==> config.mk <==
export PLATFORM = sky130hd
export DESIGN_NAME = serial_frame_tx
export DESIGN_NICKNAME = d
export VERILOG_FILES = /design/src/rtl/serial_tx_pkg.sv /design/src/rtl/tx_baud_div.sv /design/src/rtl/tx_hold_reg.sv /design/src/rtl/tx_tag_shifter.sv /design/src/rtl/serial_frame_tx.sv
export SDC_FILE = /design/constraint.sdc
export NUM_CORES = 1
export LEC_CHECK = 0
export BUFFER_PORTS_ARGS = -buffer_cell sky130_fd_sc_hd__buf_2
export CAP_MARGIN = 30
export CORE_MARGIN = 2
export CORE_UTILIZATION = 59
export CTS_CLUSTER_SIZE = 40
export DETAILED_ROUTE_END_ITERATION = 16
export PLACE_DENSITY = 0.81
export RECOVER_POWER = 100
export SETUP_SLACK_MARGIN = 0.3
export SLEW_MARGIN = 20
export SYNTH_ARGS = -nofsm -noshare
export SYNTH_HDL_FRONTEND = slang
export SYNTH_HIERARCHICAL = 1
export SYNTH_SLANG_ARGS = --single-unit
==> constraint.sdc <==
create_clock -name clk -period 4.49 [get_ports clk]
set_clock_uncertainty 0.05 [all_clocks]
set_input_delay 0.2245 -clock clk [delete_from_list [all_inputs] [get_ports clk]]
set_output_delay 0.2245 -clock clk [all_outputs]
set_load 0.1 [all_outputs]
==> src/rtl/serial_tx_pkg.sv <==
// Package: shared constants and types for the serial frame transmitter.
// Assumes: two marker bits sit above the data in the shifter.
package serial_tx_pkg;

    // Number of marker bits appended above the data in the shifter
    localparam int unsigned MARK_BITS = 2;

    // Phase of the character, decoded from where the markers sit
    typedef enum logic [1:0] {
        PH_IDLE   = 2'd0,
        PH_DATA   = 2'd1,
        PH_PARITY = 2'd2,
        PH_STOP   = 2'd3
    } tx_phase_e;

endpackage

==> src/rtl/tx_baud_div.sv <==
// Module: tx_baud_div
// Divides the master clock into a one-cycle bit enable.
// Assumes: RATIO >= 2. The counter runs freely from reset, and the enable
// is high in the cycle where the counter holds its terminal value.
module tx_baud_div #(
    parameter int unsigned RATIO = 16
) (
    input  logic clk,
    input  logic rst_n,
    output logic baud_tick
);
    localparam int unsigned CNT_W = (RATIO > 1) ? $clog2(RATIO) : 1;
    localparam logic [CNT_W-1:0] LAST = CNT_W'(RATIO - 1);

    logic [CNT_W-1:0] cnt;

    // Purpose: free-running count with wrap at the terminal value
    always_ff @(posedge clk) begin
        if (!rst_n) begin
            cnt <= '0;
        end else if (cnt == LAST) begin
            cnt <= '0;
        end else begin
            cnt <= cnt + 1'b1;
        end
    end

    // Purpose: enable for exactly one master cycle per bit
    always_comb begin
        baud_tick = (cnt == LAST);
    end

endmodule

==> src/rtl/tx_hold_reg.sv <==
// Module: tx_hold_reg
// One-entry hold register written on a rising strobe edge.
// Assumes: the strobe is synchronous to clk. A write while full overwrites
// the held byte. When a write and a transfer fall in the same cycle, the old
// byte is transferred and the new byte stays held.
module tx_hold_reg #(
    parameter int unsigned DATA_W = 8
) (
    input  logic              clk,
    input  logic              rst_n,
    input  logic              wr_strobe,
    input  logic [DATA_W-1:0] wr_data,
    input  logic              take,
    output logic [DATA_W-1:0] hold_data,
    output logic              hold_full,
    output logic              wr_edge
);
    logic strobe_q;

    // Purpose: remember the last strobe level for edge detection
    always_ff @(posedge clk) begin
        if (!rst_n) begin
            strobe_q <= 1'b0;
        end else begin
            strobe_q <= wr_strobe;
        end
    end

    // Purpose: a write is a low-to-high change of the strobe
    always_comb begin
        wr_edge = wr_strobe & ~strobe_q;
    end

    // Purpose: capture the byte and track whether the register is occupied
    always_ff @(posedge clk) begin
        if (!rst_n) begin
            hold_data <= '0;
            hold_full <= 1'b0;
        end else begin
            if (wr_edge) begin
                hold_data <= wr_data;
            end
            if (wr_edge) begin
                hold_full <= 1'b1;
            end else if (take) begin
                hold_full <= 1'b0;
            end
        end
    end

endmodule

==> src/rtl/tx_tag_shifter.sv <==
// Module: tx_tag_shifter
// Output shifter that tracks the character by marker bits rather than a
// counter. On load it holds {markers, data}. Each bit step shifts right with
// zero fill. The character phase is decoded from the remaining pattern.
// Assumes: baud_tick is one master cycle wide and odd_parity is static
// during a character.
module tx_tag_shifter
    import serial_tx_pkg::*;
#(
    parameter int unsigned DATA_W = 8
) (
    input  logic              clk,
    input  logic              rst_n,
    input  logic              baud_tick,
    input  logic              odd_parity,
    input  logic [DATA_W-1:0] hold_data,
    input  logic              hold_full,
    output logic              take,
    output logic              done,
    output logic              tx
);
    localparam int unsigned SR_W = DATA_W + MARK_BITS;

    logic [SR_W-1:0] sr;
    logic            par_acc;
    tx_phase_e       phase;

    // Purpose: decode the phase from marker position and zero fill
    always_comb begin
        if (sr == '0) begin
            phase = PH_IDLE;
        end else if (sr[SR_W-1:MARK_BITS] != '0) begin
            phase = PH_DATA;
        end else if (sr[1]) begin
            phase = PH_PARITY;
        end else begin
            phase = PH_STOP;
        end
    end

    // Purpose: shifter is idle once every bit including the stop has gone out
    always_comb begin
        done = (phase == PH_IDLE);
    end

    // Purpose: move the held byte in at a bit boundary while idle
    always_comb begin
        take = baud_tick & done & hold_full;
    end

    // Purpose: load, shift, accumulate parity and drive the line
    always_ff @(posedge clk) begin
        if (!rst_n) begin
            sr      <= '0;
            par_acc <= 1'b0;
            tx      <= 1'b1;
        end else if (take) begin
            sr      <= {{MARK_BITS{1'b1}}, hold_data};
            par_acc <= odd_parity;
            tx      <= 1'b0;
        end else if (baud_tick && !done) begin
            sr <= {1'b0, sr[SR_W-1:1]};
            unique case (phase)
                PH_DATA: begin
                    tx      <= sr[0];
                    par_acc <= par_acc ^ sr[0];
                end
                PH_PARITY: begin
                    tx <= par_acc;
                end
                PH_STOP: begin
                    tx <= 1'b1;
                end
                default: begin
                    tx <= 1'b1;
                end
            endcase
        end
    end

endmodule

==> src/rtl/serial_frame_tx.sv <==
// Module: serial_frame_tx
// Top of the serial transmitter: bit-rate divider, one-entry hold register
// and marker-tracked output shifter.
// Assumes: a single master clock at OVERSAMPLE times the bit rate; all inputs
// synchronous to it.
module serial_frame_tx #(
    parameter int unsigned DATA_W     = 8,
    parameter int unsigned OVERSAMPLE = 16
) (
    input  logic              clk,
    input  logic              rst_n,
    input  logic              wr_strobe,
    input  logic [DATA_W-1:0] wr_data,
    input  logic              odd_parity,
    output logic              tx,
    output logic              tx_ready
);
    logic              baud_tick;
    logic              take;
    logic              done;
    logic              hold_full;
    logic              wr_edge;
    logic [DATA_W-1:0] hold_data;

    tx_baud_div #(
        .RATIO(OVERSAMPLE)
    ) u_div (
        .clk      (clk),
        .rst_n    (rst_n),
        .baud_tick(baud_tick)
    );

    tx_hold_reg #(
        .DATA_W(DATA_W)
    ) u_hold (
        .clk      (clk),
        .rst_n    (rst_n),
        .wr_strobe(wr_strobe),
        .wr_data  (wr_data),
        .take     (take),
        .hold_data(hold_data),
        .hold_full(hold_full),
        .wr_edge  (wr_edge)
    );

    tx_tag_shifter #(
        .DATA_W(DATA_W)
    ) u_shift (
        .clk       (clk),
        .rst_n     (rst_n),
        .baud_tick (baud_tick),
        .odd_parity(odd_parity),
        .hold_data (hold_data),
        .hold_full (hold_full),
        .take      (take),
        .done      (done),
        .tx        (tx)
    );

    // Purpose: ready whenever the hold register is empty
    always_comb begin
        tx_ready = ~hold_full;
    end

endmodule

==> impl_results.md <==
- Run status: complete, no violations
- Family with the most delay on the worst path: simple AND/OR/NAND/NOR gates
- Count of buffers inserted at the top-level ports: 13
- Global-route usage over all layers: 0.205
- Area overhead of the layout relative to synthesis: 4.22%
- Number of cells on the worst reg-to-reg path: 7
- Placed inst area: 0.00123 mm^2
- Post-synthesis cell area: 0.00119 mm^2
- Syn Nets: around 150
- Aggregate routed wire length: 2.25 mm
- RSZ-0062 raised after global routing: false
- Time the worst path needs with I/O delays and setup: 2500 ps
- Count of vias placed by the detailed router: ~1,000
- Relative slew slack: 0.229
- Data required, critical path: 4620 ps
- Signal arrival time at the worst endpoint: 2630 ps
- Total buffers and inverters traversed by the critical path: 0
- Most frequent cells after synthesis: 34 x sky130_fd_sc_hd__nand2_1, 26 x sky130_fd_sc_hd__dfxtp_1, 8 x sky130_fd_sc_hd__mux2i_1, 7 x sky130_fd_sc_hd__a31oi_1, 7 x sky130_fd_sc_hd__o21ai_1
- Period utilisation layout: 0.557
- Startpoint types: flop
- Share of cells above drive strength 1: 0.111
- Drt via density: 5.78
- Peak supply drop: 0.329 mV
- Register clock-pin slew on the reported worst setup and hold paths: 130 ps
- Area enclosed by the die boundary: 0.00238 mm^2
- Slew Limit Fails: 0
- Final weighted congestion in routability-driven placement: between 0.8 and 0.9
- Largest stage delay on the critical path: ~490 ps
- Number of DRC markers after the initial detailed-route iteration: 24
- First-pass GRT wire length: 3.82 mm
- Post-route total power: 0.000375 W
- Sum Neg Setup Slack: 0 ps
- Number of hold violations in the final report: 0
- R2R Path Start: u_shift/sr[5]
- Total I/O pin count: 14
- Main synth FF type: sky130_fd_sc_hd__dfxtp_1
- Number of H-tree branching levels: 1
- Initial DRT Pass Iterations: 4
- Count of unresolved DRC violations after routing: 0
- Antenna Cells: 0
- Slack of the worst reg-to-reg path: 1990 ps
- CTS buffer count: 3
- Routed len/inst: 13.1 um
- Fraction of synthesis flops using an asynchronous set or reset pin: 0
- Die outline width: just under 50 um
- Final setup viols: 0
- Via count of the first global-routing pass: 961
- Std-Cell Rows: 16
- Clock root buffer: sky130_fd_sc_hd__clkbuf_4
- Critical Path Slowest Stage Cell: sky130_fd_sc_hd__nand3_1
- Final net count: about 160
- Post-CTS Hold Fix Bufs: 0
- Antenna Violating Nets Remaining: 0
- Maximum clock insertion buffer count: 2
- Library cell occupying the most area in the post-synthesis netlist: sky130_fd_sc_hd__dfxtp_1
- Critical path type: flop to flop
- PostCTS Resize Cnt: 0
- Number of flops mapped to enable cells by yosys: 0
- PwrDens: 304 mW/mm^2
- Antenna violations before repair: 0
- Largest net degree at the start of global routing: 32
- Post-Synthesis Mean Instance Area: 8.92 um^2
- Vert. Die Dim: ~49 um
- Highest attainable clock frequency: roughly 0.4 GHz
- Measured slew at the worst slew-check pin: about 1200 ps
- Starting density of the core: 0.617
- FF+latch count, synth: 26
- Synth Warn #: 6
- Synth Instances: between 100 and 150
- Most instantiated library cell after synthesis: sky130_fd_sc_hd__nand2_1
- Cells taking the most area after synthesis: sky130_fd_sc_hd__dfxtp_1 44%, sky130_fd_sc_hd__nand2_1 11%, sky130_fd_sc_hd__mux2i_1 6.8%
- Overflow left after global routing: 0
- Number of buffers added for setup after CTS: 0
- Library cells used by synthesis: 32
- Crit path from: u_shift/sr[5]
- Crit path capture type: flop
- Dpl hpwl: 1.64 mm
- Clock insertion delay at the later pin of the skew report: 320 ps
- Leakage Power: 0.511 nW
- Path length in cells of the critical path: 7
- Post-synth top area share: 0.439
- Maximum fanout encountered on the critical timing path: 18
- Setup crit end: u_shift/sr[5]
- Worst hold margin: 78.7 ps
- Sink Count: 26
- CTS tree: yes
- Maximum capacitance violations: 0
- Placeable core region: around 0.0019 mm^2
- Share of the yosys chip area belonging to registers: 0.439
- Cell chain of the critical path: nor4_1 > nand2_1 > a21oi_1 > ha_1 > nand3_1 > o21ai_0 > a31oi_1
- Total non-filler cell area in the finished layout: between 0.001 and 0.0015 mm^2
- Path category of the worst min-delay check: primary input to flop
- R2r endpoint: u_shift/sr[5]
logic make-up after synthesis:
logic type | after synthesis | share of synthesized area
and+or+nand+nor | 50 | 0.214
AOI/OAI and AO/OA | 31 | 0.156
DFF | 26 | 0.439
buffers and inverters | 12 | 0.0665
muxes | 8 | 0.0675
adders and majority gates | 4 | 0.0422
xor gates and xnor gates | 2 | 0.0148
layout by cell type, fill, tap and decap left out, types with 2 or more instances in the layout:
master,count
sky130_fd_sc_hd__inv_1,6
sky130_fd_sc_hd__mux2i_1,8
sky130_fd_sc_hd__clkbuf_4,3
sky130_fd_sc_hd__clkbuf_1,3
sky130_fd_sc_hd__o22ai_1,2
sky130_fd_sc_hd__nand4b_1,2
sky130_fd_sc_hd__a21oi_1,5
sky130_fd_sc_hd__ha_1,4
sky130_fd_sc_hd__dfxtp_1,26
sky130_fd_sc_hd__nand3_1,2
sky130_fd_sc_hd__and2_0,2
sky130_fd_sc_hd__nor4_1,2
sky130_fd_sc_hd__nand2_1,34
sky130_fd_sc_hd__a31oi_1,7
sky130_fd_sc_hd__buf_2,10
sky130_fd_sc_hd__a221oi_1,2
sky130_fd_sc_hd__a21boi_0,2
sky130_fd_sc_hd__xor2_1,2
sky130_fd_sc_hd__o21ai_0,10
routing by layer:
metal	up-vias	routed length, um	track usage	part of all wire
li1	478	-	-	-
met1	465	976	0.223	0.43
met2	33	1110	0.358	0.50
met3	12	73	0.0307	0.032
met4	0	85	0.152	0.038
met5	-	0	0	0
through the flow:
stage	utilization	cells	setup slack [ps]
final	0.643	171	1990
after floorplan	-	133	2620
after CTS	0.653	171	2300
after detailed placement	0.641	168	2320
after global routing	0.643	171	1710
after global placement	0.641	168	2460
how the worst min path moves through the flow:
stage | start | slack [ps] | depth (start not counted) | to
floorplan | rst_n | 260 | 1 | u_shift/tx
global route | wr_data[2] | 70 | 3 | u_hold/hold_data[2]
finish | wr_strobe | 80 | 2 | u_hold/strobe_q
detailed placement | u_hold/hold_data[6] | 400 | 2 | u_hold/hold_data[6]
CTS | wr_strobe | 70 | 2 | u_hold/strobe_q
global placement | u_hold/hold_data[3] | 400 | 2 | u_hold/hold_data[3]
layout make-up:
| type | instances | area, um^2 |
|---|---|---|
| clock buffers | 3 | 22.5 |
| well taps | 27 | 33.8 |
| flip-flops and latches | 26 | 520 |
| fillers | 175 | 686 |
| inverters | 7 | 26.3 |
| multi-input cells | 95 | 572 |
| repair buffers | 13 | 61.3 |
sequential cells by signal, summed over array words and instances (netlist names):
signal	count
u_shift/sr	10
u_hold/hold_data	8
u_div/cnt	4
u_hold/hold_full	1
u_hold/strobe_q	1
u_shift/par_acc	1
u_shift/tx	1
where the power goes:
part	leakage, nW	internal, W	switching [W]
Clock	0.0138	0.0000315	0.0000654
Sequential	0.212	0.000239	0.00000594
Combinational	0.285	0.0000138	0.0000199
(Power assumes the default switching activity.)
